### config.mk
export PLATFORM = sky130hd
export DESIGN_NAME = pgwr_ctrl
export DESIGN_NICKNAME = d
export VERILOG_FILES = /design/src/rtl/pgwr_pkg.sv /design/src/rtl/pgwr_strobe.sv /design/src/rtl/pgwr_pagebuf.sv /design/src/rtl/pgwr_seq.sv /design/src/rtl/pgwr_ctrl.sv
export SDC_FILE = /design/constraint.sdc
export NUM_CORES = 1
export LEC_CHECK = 0
export BUFFER_PORTS_ARGS = -buffer_cell sky130_fd_sc_hd__buf_4
export CORE_UTILIZATION = 45
export DETAILED_ROUTE_END_ITERATION = 7
export PLACE_DENSITY = 0.6
export REMOVE_ABC_BUFFERS = 1
export SLEW_MARGIN = 10
export SYNTH_ARGS = -nofsm -noshare
export SYNTH_HDL_FRONTEND = slang
export SYNTH_SLANG_ARGS = --single-unit
### constraint.sdc
create_clock -name clk -period 3.45 [get_ports clk]
set_clock_uncertainty 0.2 [all_clocks]
set_input_delay 1.035 -clock clk [delete_from_list [all_inputs] [get_ports clk]]
set_output_delay 1.035 -clock clk [all_outputs]
set_load 0.1 [all_outputs]
### src/rtl/pgwr_pkg.sv
package pgwr_pkg;
    typedef enum logic [1:0] {
        PH_IDLE = 2'd0,
        PH_LOAD = 2'd1,
        PH_PROG = 2'd2
    } phase_e;

    function automatic int unsigned cnt_width(input int unsigned limit);
        return (limit < 2) ? 1 : $clog2(limit + 1);
    endfunction
endpackage

### src/rtl/pgwr_strobe.sv
module pgwr_strobe #(
    parameter int ADDR_W      = 15,
    parameter int DATA_W      = 8,
    parameter int MIN_LOW_CYC = 8
) (
    input  logic              clk,
    input  logic              rst_n,
    input  logic              ce_n,
    input  logic              oe_n,
    input  logic              we_n,
    input  logic [ADDR_W-1:0] addr,
    input  logic [DATA_W-1:0] din,
    output logic              ld_vld,
    output logic [ADDR_W-1:0] ld_addr,
    output logic [DATA_W-1:0] ld_data
);
    import pgwr_pkg::*;

    localparam int CNT_W = cnt_width(MIN_LOW_CYC);

    typedef struct packed {
        logic              ce_n;
        logic              oe_n;
        logic              we_n;
        logic [ADDR_W-1:0] addr;
        logic [DATA_W-1:0] din;
        logic              prev_low;
        logic [CNT_W-1:0]  cnt;
        logic [ADDR_W-1:0] cap_addr;
        logic [DATA_W-1:0] cap_data;
        logic              ld_vld;
    } st_t;

    st_t st_q, st_d;
    logic low_now;

    always_comb begin
        st_d        = st_q;
        st_d.ce_n   = ce_n;
        st_d.oe_n   = oe_n;
        st_d.we_n   = we_n;
        st_d.addr   = addr;
        st_d.din    = din;
        st_d.ld_vld = 1'b0;
        low_now     = !st_q.ce_n && !st_q.we_n && st_q.oe_n;
        st_d.prev_low = low_now;
        if (low_now) begin
            st_d.cap_data = st_q.din;
            if (!st_q.prev_low) begin
                st_d.cap_addr = st_q.addr;
                st_d.cnt      = CNT_W'(1);
            end else if (st_q.cnt < CNT_W'(MIN_LOW_CYC)) begin
                st_d.cnt = st_q.cnt + CNT_W'(1);
            end
        end else begin
            if (st_q.prev_low && (st_q.cnt >= CNT_W'(MIN_LOW_CYC))) begin
                st_d.ld_vld = 1'b1;
            end
            st_d.cnt = '0;
        end
    end

    always_ff @(posedge clk or negedge rst_n) begin
        if (!rst_n) begin
            st_q      <= '0;
            st_q.ce_n <= 1'b1;
            st_q.oe_n <= 1'b1;
            st_q.we_n <= 1'b1;
        end else begin
            st_q <= st_d;
        end
    end

    assign ld_vld  = st_q.ld_vld;
    assign ld_addr = st_q.cap_addr;
    assign ld_data = st_q.cap_data;
endmodule

### src/rtl/pgwr_pagebuf.sv
module pgwr_pagebuf #(
    parameter int DATA_W = 8,
    parameter int OFFS_W = 6
) (
    input  logic              clk,
    input  logic              rst_n,
    input  logic              wr,
    input  logic [OFFS_W-1:0] wr_offs,
    input  logic [DATA_W-1:0] wr_data,
    input  logic              clr,
    input  logic [OFFS_W-1:0] rd_offs,
    output logic [DATA_W-1:0] rd_data,
    output logic              rd_valid
);
    localparam int DEPTH = 1 << OFFS_W;

    typedef struct packed {
        logic [DEPTH-1:0][DATA_W-1:0] data;
        logic [DEPTH-1:0]             valid;
    } st_t;

    st_t st_q, st_d;
    logic [DEPTH-1:0] hit;

    for (genvar g = 0; g < DEPTH; g++) begin : g_hit
        assign hit[g] = wr && (wr_offs == OFFS_W'(g));
    end

    always_comb begin
        st_d = st_q;
        for (int i = 0; i < DEPTH; i++) begin
            if (clr) begin
                st_d.valid[i] = 1'b0;
            end else if (hit[i]) begin
                st_d.valid[i] = 1'b1;
                st_d.data[i]  = wr_data;
            end
        end
    end

    always_ff @(posedge clk or negedge rst_n) begin
        if (!rst_n) st_q <= '0;
        else        st_q <= st_d;
    end

    assign rd_data  = st_q.data[rd_offs];
    assign rd_valid = st_q.valid[rd_offs];
endmodule

### src/rtl/pgwr_seq.sv
module pgwr_seq #(
    parameter int ADDR_W       = 15,
    parameter int OFFS_W       = 6,
    parameter int LOAD_WIN_CYC = 75000,
    parameter int PROG_CYC     = 5000000
) (
    input  logic              clk,
    input  logic              rst_n,
    input  logic              ld_vld,
    input  logic [ADDR_W-1:0] ld_addr,
    input  logic              rd_valid,
    output logic              buf_wr,
    output logic [OFFS_W-1:0] buf_offs,
    output logic              buf_clr,
    output logic [OFFS_W-1:0] scan_offs,
    output logic              busy,
    output logic              arr_we,
    output logic [ADDR_W-1:0] arr_addr
);
    import pgwr_pkg::*;

    localparam int PAGE_W = ADDR_W - OFFS_W;
    localparam int WIN_W  = cnt_width(LOAD_WIN_CYC);
    localparam int PROG_W = cnt_width(PROG_CYC);

    typedef struct packed {
        phase_e            phase;
        logic [PAGE_W-1:0] page;
        logic [WIN_W-1:0]  win;
        logic [PROG_W-1:0] prog;
        logic [OFFS_W-1:0] scan;
        logic              scan_done;
    } st_t;

    st_t st_q, st_d;
    logic [PAGE_W-1:0] ld_page;

    assign ld_page  = ld_addr[ADDR_W-1:OFFS_W];
    assign buf_offs = ld_addr[OFFS_W-1:0];

    always_comb begin
        st_d    = st_q;
        buf_wr  = 1'b0;
        buf_clr = 1'b0;
        unique case (st_q.phase)
            PH_IDLE: begin
                if (ld_vld) begin
                    buf_wr     = 1'b1;
                    st_d.page  = ld_page;
                    st_d.win   = '0;
                    st_d.phase = PH_LOAD;
                end
            end
            PH_LOAD: begin
                if (ld_vld && (ld_page == st_q.page)) begin
                    buf_wr   = 1'b1;
                    st_d.win = '0;
                end else if (st_q.win == WIN_W'(LOAD_WIN_CYC - 1)) begin
                    st_d.phase     = PH_PROG;
                    st_d.prog      = '0;
                    st_d.scan      = '0;
                    st_d.scan_done = 1'b0;
                end else begin
                    st_d.win = st_q.win + WIN_W'(1);
                end
            end
            PH_PROG: begin
                if (!st_q.scan_done) begin
                    if (st_q.scan == {OFFS_W{1'b1}}) st_d.scan_done = 1'b1;
                    else                             st_d.scan = st_q.scan + OFFS_W'(1);
                end
                if (st_q.prog == PROG_W'(PROG_CYC - 1)) begin
                    buf_clr    = 1'b1;
                    st_d.phase = PH_IDLE;
                end else begin
                    st_d.prog = st_q.prog + PROG_W'(1);
                end
            end
            default: st_d.phase = PH_IDLE;
        endcase
    end

    always_ff @(posedge clk or negedge rst_n) begin
        if (!rst_n) st_q <= '0;
        else        st_q <= st_d;
    end

    assign scan_offs = st_q.scan;
    assign busy      = (st_q.phase == PH_PROG);
    assign arr_we    = busy && !st_q.scan_done && rd_valid;
    assign arr_addr  = {st_q.page, st_q.scan};
endmodule

### src/rtl/pgwr_ctrl.sv
module pgwr_ctrl #(
    parameter int ADDR_W       = 15,
    parameter int DATA_W       = 8,
    parameter int OFFS_W       = 6,
    parameter int MIN_LOW_CYC  = 8,
    parameter int LOAD_WIN_CYC = 75000,
    parameter int PROG_CYC     = 5000000
) (
    input  logic              clk,
    input  logic              rst_n,
    input  logic              ce_n,
    input  logic              oe_n,
    input  logic              we_n,
    input  logic [ADDR_W-1:0] addr,
    input  logic [DATA_W-1:0] din,
    output logic              busy,
    output logic              arr_we,
    output logic [ADDR_W-1:0] arr_addr,
    output logic [DATA_W-1:0] arr_data
);
    localparam int DEPTH = 1 << OFFS_W;

    initial begin
        if (PROG_CYC < DEPTH + 1) $error("PROG_CYC must exceed the page depth");
    end

    logic              ld_vld;
    logic [ADDR_W-1:0] ld_addr;
    logic [DATA_W-1:0] ld_data;
    logic              buf_wr;
    logic [OFFS_W-1:0] buf_offs;
    logic              buf_clr;
    logic [OFFS_W-1:0] scan_offs;
    logic              rd_valid;

    pgwr_strobe #(
        .ADDR_W(ADDR_W), .DATA_W(DATA_W), .MIN_LOW_CYC(MIN_LOW_CYC)
    ) u_strobe (
        .clk(clk), .rst_n(rst_n), .ce_n(ce_n), .oe_n(oe_n), .we_n(we_n),
        .addr(addr), .din(din),
        .ld_vld(ld_vld), .ld_addr(ld_addr), .ld_data(ld_data)
    );

    pgwr_pagebuf #(
        .DATA_W(DATA_W), .OFFS_W(OFFS_W)
    ) u_buf (
        .clk(clk), .rst_n(rst_n),
        .wr(buf_wr), .wr_offs(buf_offs), .wr_data(ld_data),
        .clr(buf_clr), .rd_offs(scan_offs),
        .rd_data(arr_data), .rd_valid(rd_valid)
    );

    pgwr_seq #(
        .ADDR_W(ADDR_W), .OFFS_W(OFFS_W),
        .LOAD_WIN_CYC(LOAD_WIN_CYC), .PROG_CYC(PROG_CYC)
    ) u_seq (
        .clk(clk), .rst_n(rst_n),
        .ld_vld(ld_vld), .ld_addr(ld_addr), .rd_valid(rd_valid),
        .buf_wr(buf_wr), .buf_offs(buf_offs), .buf_clr(buf_clr),
        .scan_offs(scan_offs), .busy(busy),
        .arr_we(arr_we), .arr_addr(arr_addr)
    );
endmodule

---- Word-level counts from Yosys, hierarchy flattened ----
Index checks and enable logic that the tools add are counted.
storage, ports and cells
  memory bits (read-only) ................. 0
  RAM bits ................................ 0
  memories ................................ 0
  flip-flop bits (word level) ............. 689
  bits in latches ......................... 0
  input bits .............................. 28
  word-level logic and storage cells ...... 600
operators by class
  multiply operators ...................... 0
  shift operators ......................... 0
  add/subtract/negate cells ............... 4
  equality and inequality tests ........... 78
  reductions and logical operators ........ 212
  mux-type cells .......................... 157
  bitwise logic cells ..................... 2
  div/mod/pow operators ................... 0
  $lt $le $gt $ge ......................... 3
operators by type and width
  kind                                                              number
  6-bit == test (second input constant)                             33
  1-bit 2-to-1 mux                                                  136
  2-bit AND reduction                                               66
  2-bit nonzero test                                                66
  6-bit by 5-bit == test with 1-bit output (second input constant)  16
  1-bit logical AND                                                 70
  30-bit 2-to-1 mux                                                 2
  30-bit one-hot mux with 2 select lines                            1
  8-bit binary-select mux with 6-bit select                         1
  6-bit by 4-bit == test with 1-bit output (second input constant)  8
  17-bit 2-to-1 mux                                                 2
  17-bit one-hot mux with 2 select lines                            1
  28-bit 2-to-1 mux                                                 1
  6-bit by 3-bit == test with 1-bit output (second input constant)  4
  23-bit by 1-bit adder with 23-bit output (second input constant)  1
  23-bit == test (second input constant)                            1
  23-bit 2-to-1 mux                                                 1
  17-bit by 1-bit adder with 17-bit output (second input constant)  1
  17-bit == test (second input constant)                            1
  6-bit by 2-bit == test with 1-bit output (second input constant)  2
  4-bit 2-to-1 mux                                                  3
  2-bit != test (second input constant)                             6
  9-bit == test                                                     1
  8-bit 2-to-1 mux                                                  1
  other kinds (24)                                                  31

---- Logic depth before layout (Yosys ltp) ----
  word-level depth ........................ 7
  depth in mapped cells ................... 10
  mapped depth without buffers ............ 7

---- Modules after synthesis ----
Synthesis repeated with hierarchy kept, for this count alone.
second synthesis, totals
  cells, all modules ...................... 2227
  area total of the unflattened synthesis .. 32077.0 um2
by module, submodules not included
  module        instances  area each (um2)  seq. area each (um2)  cells an instance
  pgwr_pagebuf  1          26462.9          14413.8               1706
  pgwr_seq      1          3607.2           1451.4                384
  pgwr_strobe   1          2006.9           1380.1                137

---- Least setup slack after synthesis ----
Ideal clock, no wire load.
  path type ............................... reg2out
  start ................................... reg u_seq.st_q, in the netlist u_seq.scan_offs[0]
  end ..................................... out arr_data[7]
  arrival ................................. 3.859 ns
  buffers on the path ..................... 4
  setup slack ............................. -1.644 ns
  stages on the path, launching flop included .. 9
  cells stage by stage .................... dfrtp_1 > buf_2 > clkbuf_1 > buf_2 > buf_2 > mux2i_1 > o31ai_1 > nor3_1 > o21ai_0
on the way
  cells in the longest elaborated chain, start to end .. 2
ends and longest elaborated chain
  item                                       RTL line            text
  from (decl)                                pgwr_seq.sv:35      st_t st_q, st_d;
  from (signal assigned)                     pgwr_seq.sv:85      else st_q <= st_d;
  8-bit binary-select mux with 6-bit select  pgwr_pagebuf.sv:46  assign rd_data = st_q.data[rd_offs];
  8-bit 2-to-1 mux (implied by the code)     pgwr_pagebuf.sv:46
  to (decl)                                  pgwr_ctrl.sv:19     output logic [DATA_W-1:0] arr_data
Every way passes these cells. The select of a mux whose other input is x is not followed.

---- Final worst setup path ----
  start ................................... reg u_seq.st_q, in the netlist u_seq.scan_offs[0]
  end ..................................... out arr_we
on the way
  cells in the longest elaborated chain, start to end .. 3
ends and longest elaborated chain
  item                                       RTL line            text
  1-bit binary-select mux with 6-bit select  pgwr_pagebuf.sv:47  assign rd_valid = st_q.valid[rd_offs];
  1-bit 2-to-1 mux (implied by the code)     pgwr_pagebuf.sv:47
  1-bit logical AND                          pgwr_seq.sv:90      assign arr_we = busy && !st_q.scan_done && rd_valid;
  to (decl)                                  pgwr_ctrl.sv:17     output logic arr_we,
Every way passes these cells. The select of a mux whose other input is x is not followed.

==> flow_metrics.py <==
metrics = {
    "finish": {
        "fillerInstances": 5771,
        "syn2layout_area_growth_pct": 19.7,
        "num_antenna_cells": 0,
        "layout.cells.non_filler": 3446,
        "final_area_um2": 39100,
        "nNetsFinal": 2475,
        "drive_gt1_share_pct": 49.0,
    },
    "logic_synthesis": {
        "yosysSeqAreaShare_pct": 52.8,
        "yosysWarnings": 0,
        "synth_edf_count": 0,
        "synth_common_cells": "dfrtp_1, mux2_2, mux4_2",
        "synth_top_area_share_pct": 52.5,
        "synth_ff_type": "dfrtp_1",
        "async_reset_ff_share_pct": 100,
        "syn_inst": 2261,
        "yosysTopAreaCell": "dfrtp_1",
        "avgSynthCellArea_um2": 14.5,
        "synth_cell_type_count": 80,
        "ys_ff_latch": 689,
        "synth.most_common_cell": "dfrtp_1",
        "synthTopCellsByArea": "dfrtp_1, mux2_2, mux4_2, nor4_4, mux2i_1",
        "syn_area_um2": 32700,
    },
    "pwr": {
        "ir_drop_v": 0.000404,
        "comb_power_share_pct": 4.7,
        "p_int_mw": 13.2,
        "p_per_area_nw_per_um2": 443,
        "p_seq_share_pct": 48.1,
        "switching_share_pct": 23.9,
        "power_mw": 17.3,
        "switchingPower_mw": 4.13,
        "pwr-share-clk_pct": 47.2,
        "leakagePower_nw": 18.0,
    },
    "global_route": {
        "grt_pass1_wl_um": 135000,
        "grt.total_usage_pct": 23.8,
        "grt_max_degree": 89,
        "grt_overflow": 0,
        "grt_pass1_vias": 21600,
        "antenna_found_initial": 0,
    },
    "timing": {
        "setup_viol": 9,
        "slew_viol_final": 0,
        "worst_pin_slew_ns": 0.966,
        "rsz0062_at_grt": "yes",
        "hold_violations": 0,
        "final.period_utilization_pct": 122,
        "fin_crit_ns": 4.23,
        "timing.final.ws_setup_ns": -0.776,
        "fmax_mhz": 237,
        "relSlewSlack_pct": 35.6,
    },
    "cts": {
        "path_clk_slew_ns": 0.06,
        "cts_max_level": 3,
        "cts_root_buf": "clkbuf_16",
        "cts_hold_buf": 0,
        "clk_latency_ns": 0.62,
        "numClockSinks": 689,
        "numCtsBuffers": 77,
        "cts_buffer_depth": 3,
        "tritoncts": "yes",
    },
    "die": {
        "die_y_um": 272,
        "die-area_um2": 73700,
        "die_w_um": 272,
        "design.core.area_um2": 71700,
        "start_util_pct": 45.6,
        "ios": 53,
        "placementRows": 98,
    },
    "placed_design": {
        "placed_area_um2": 35800,
        "portBuffers": 52,
        "placed_cells": 3289,
        "dp_hpwl_um": 57600,
        "gp_congestion": 0.841,
    },
    "run_status": {
        "status": "finished with violations",
        "violations": "negative setup slack",
    },
    "drt": {
        "drtAntennaViolNets": 0,
        "wl_per_cell_um": 24.9,
        "first_iter_violations": 1285,
        "routed_wl_um": 85900,
        "avgViaCountPerCell": 5.83,
        "drc": 0,
        "dr.pass1.iters": 5,
        "num_vias": 20100,
    },
    "critical_path": {
        "cp.arrival_ns": 2.99,
        "crit_path_start_kind": "register",
        "end_kind": "output port",
        "path_max_fanout": 8,
        "critPathRequiredTime_ns": 2.21,
        "path_class": "register to output port",
    },
    "min_path": {
        "min_path_type": "primary input to asynchronous set/reset pin",
    },
    "flow_run": {
        "cap_violations": 0,
    },
}
registers in the layout, summed over array words and instances (netlist names):
name              cells
u_seq.st_q           43
u_strobe.ld_data      8
u_buf.st_q          576
u_strobe.ld_addr     15
u_seq.scan_offs       6
u_seq.arr_addr        9
u_strobe.ld_vld       1
u_strobe.st_q        31
routing by layer:
layer / track usage (%) / routed length (µm) / up-vias
li1: - / - / 8801
met3: 3.12 / 2670 / 128
met2: 39.8 / 43100 / 365
met4: 6.80 / 2190 / 0
met5: 0 / 0 / -
met1: 32.5 / 37900 / 10800
cell type report:
cell class | count | area [µm²] | area share (%)
Clock inverter | 24 | 256 | 0.655
Clock buffer | 112 | 2260 | 5.78
Tap cell | 950 | 1190 | 3.04
Multi-Input combinational cell | 1363 | 14900 | 38.0
Sequential cell | 689 | 17300 | 44.1
Timing Repair Buffer | 288 | 3210 | 8.20
Inverter | 20 | 75.1 | 0.192
cells in the final DEF, fill, tap and decap left out, drive strengths merged, types with 15 or more instances in the layout:
cell,netlist,layout
a21oi,15,15
nand2,119,119
o22ai,18,18
clkbuf,122,114
mux2i,62,62
nor4,50,50
mux4,140,140
buf,67,286
dfrtp,686,686
nand3,36,36
inv,19,21
nor3,25,25
a21o,50,50
nor2,43,43
nand4,29,29
mux2,538,538
clkinv,1,18
o21ai,23,23
nand2b,19,19
what timing repair did:
action / 4_1_cts / 5_1_grt
endpoints found under the setup margin: 9 / 9
cloned: 1 / 2
resized for setup: 75 / 62
buffers inserted: 10 / 10
pin swaps: 6 / 20
power groups by stage:
stage,sequential (mW),clock [mW],combinational [mW]
2_1_floorplan,8.48,0,0.291
3_3_place_gp,8.50,0,0.769
3_5_place_dp,8.51,0,0.792
4_1_cts,8.36,8.35,0.795
5_1_grt,8.35,8.68,0.897
6_report,8.34,8.17,0.817
through the flow:
step	hold slack, ns	setup WS (ns)	setup TNS, ns	utilization [%]
finish	0.149	-0.776	-6.48	54.6
global route	0.145	-0.823	-7.14	54.6
CTS	0.140	-0.839	-6.78	53.9
detailed placement	0.241	-0.514	-3.17	49.9
global placement	0.232	-0.508	-3.21	49.9
floorplan	0.214	-7.31	-899.67	-
worst paths after layout:
| kind | start | cells past startpoint | slack [ns] | end |
|---|---|---|---|---|
| setup reg to reg | u_seq.st_q[19] | 7 | 0.27 | u_buf.st_q[325] |
| setup / recovery | u_seq.scan_offs[0] | 7 | -0.78 | arr_we |
| min in group clk | u_strobe.st_q[32] | 2 | 0.25 | u_strobe.ld_data[3] |
| hold / removal | rst_n | 1 | 0.15 | u_seq.st_q[36] |
| hold reg to reg | u_strobe.st_q[32] | 2 | 0.25 | u_strobe.ld_data[3] |
| max in group asynchronous | rst_n | 2 | 1.96 | u_buf.st_q[477] |
cells by family after synthesis:
kind of cell,count (synthesis),synth area share [%]
buf+inv,209,2.93
fa+ha+maj,8,0.306
flops,689,52.8
xor+xnor,16,0.429
mux,740,30.4
compound gates,190,4.26
simple gates,409,8.96
worst max-delay path, cell delays in order, from the launching register on:
cell      delay [ns]
dfrtp_4         0.52
buf_12          0.17
mux4_2          0.35
nor4_1          0.06
nor4_2          0.53
o221ai_2        0.30
o22ai_4         0.23
buf_12          0.21
(Power assumes the default switching activity.)
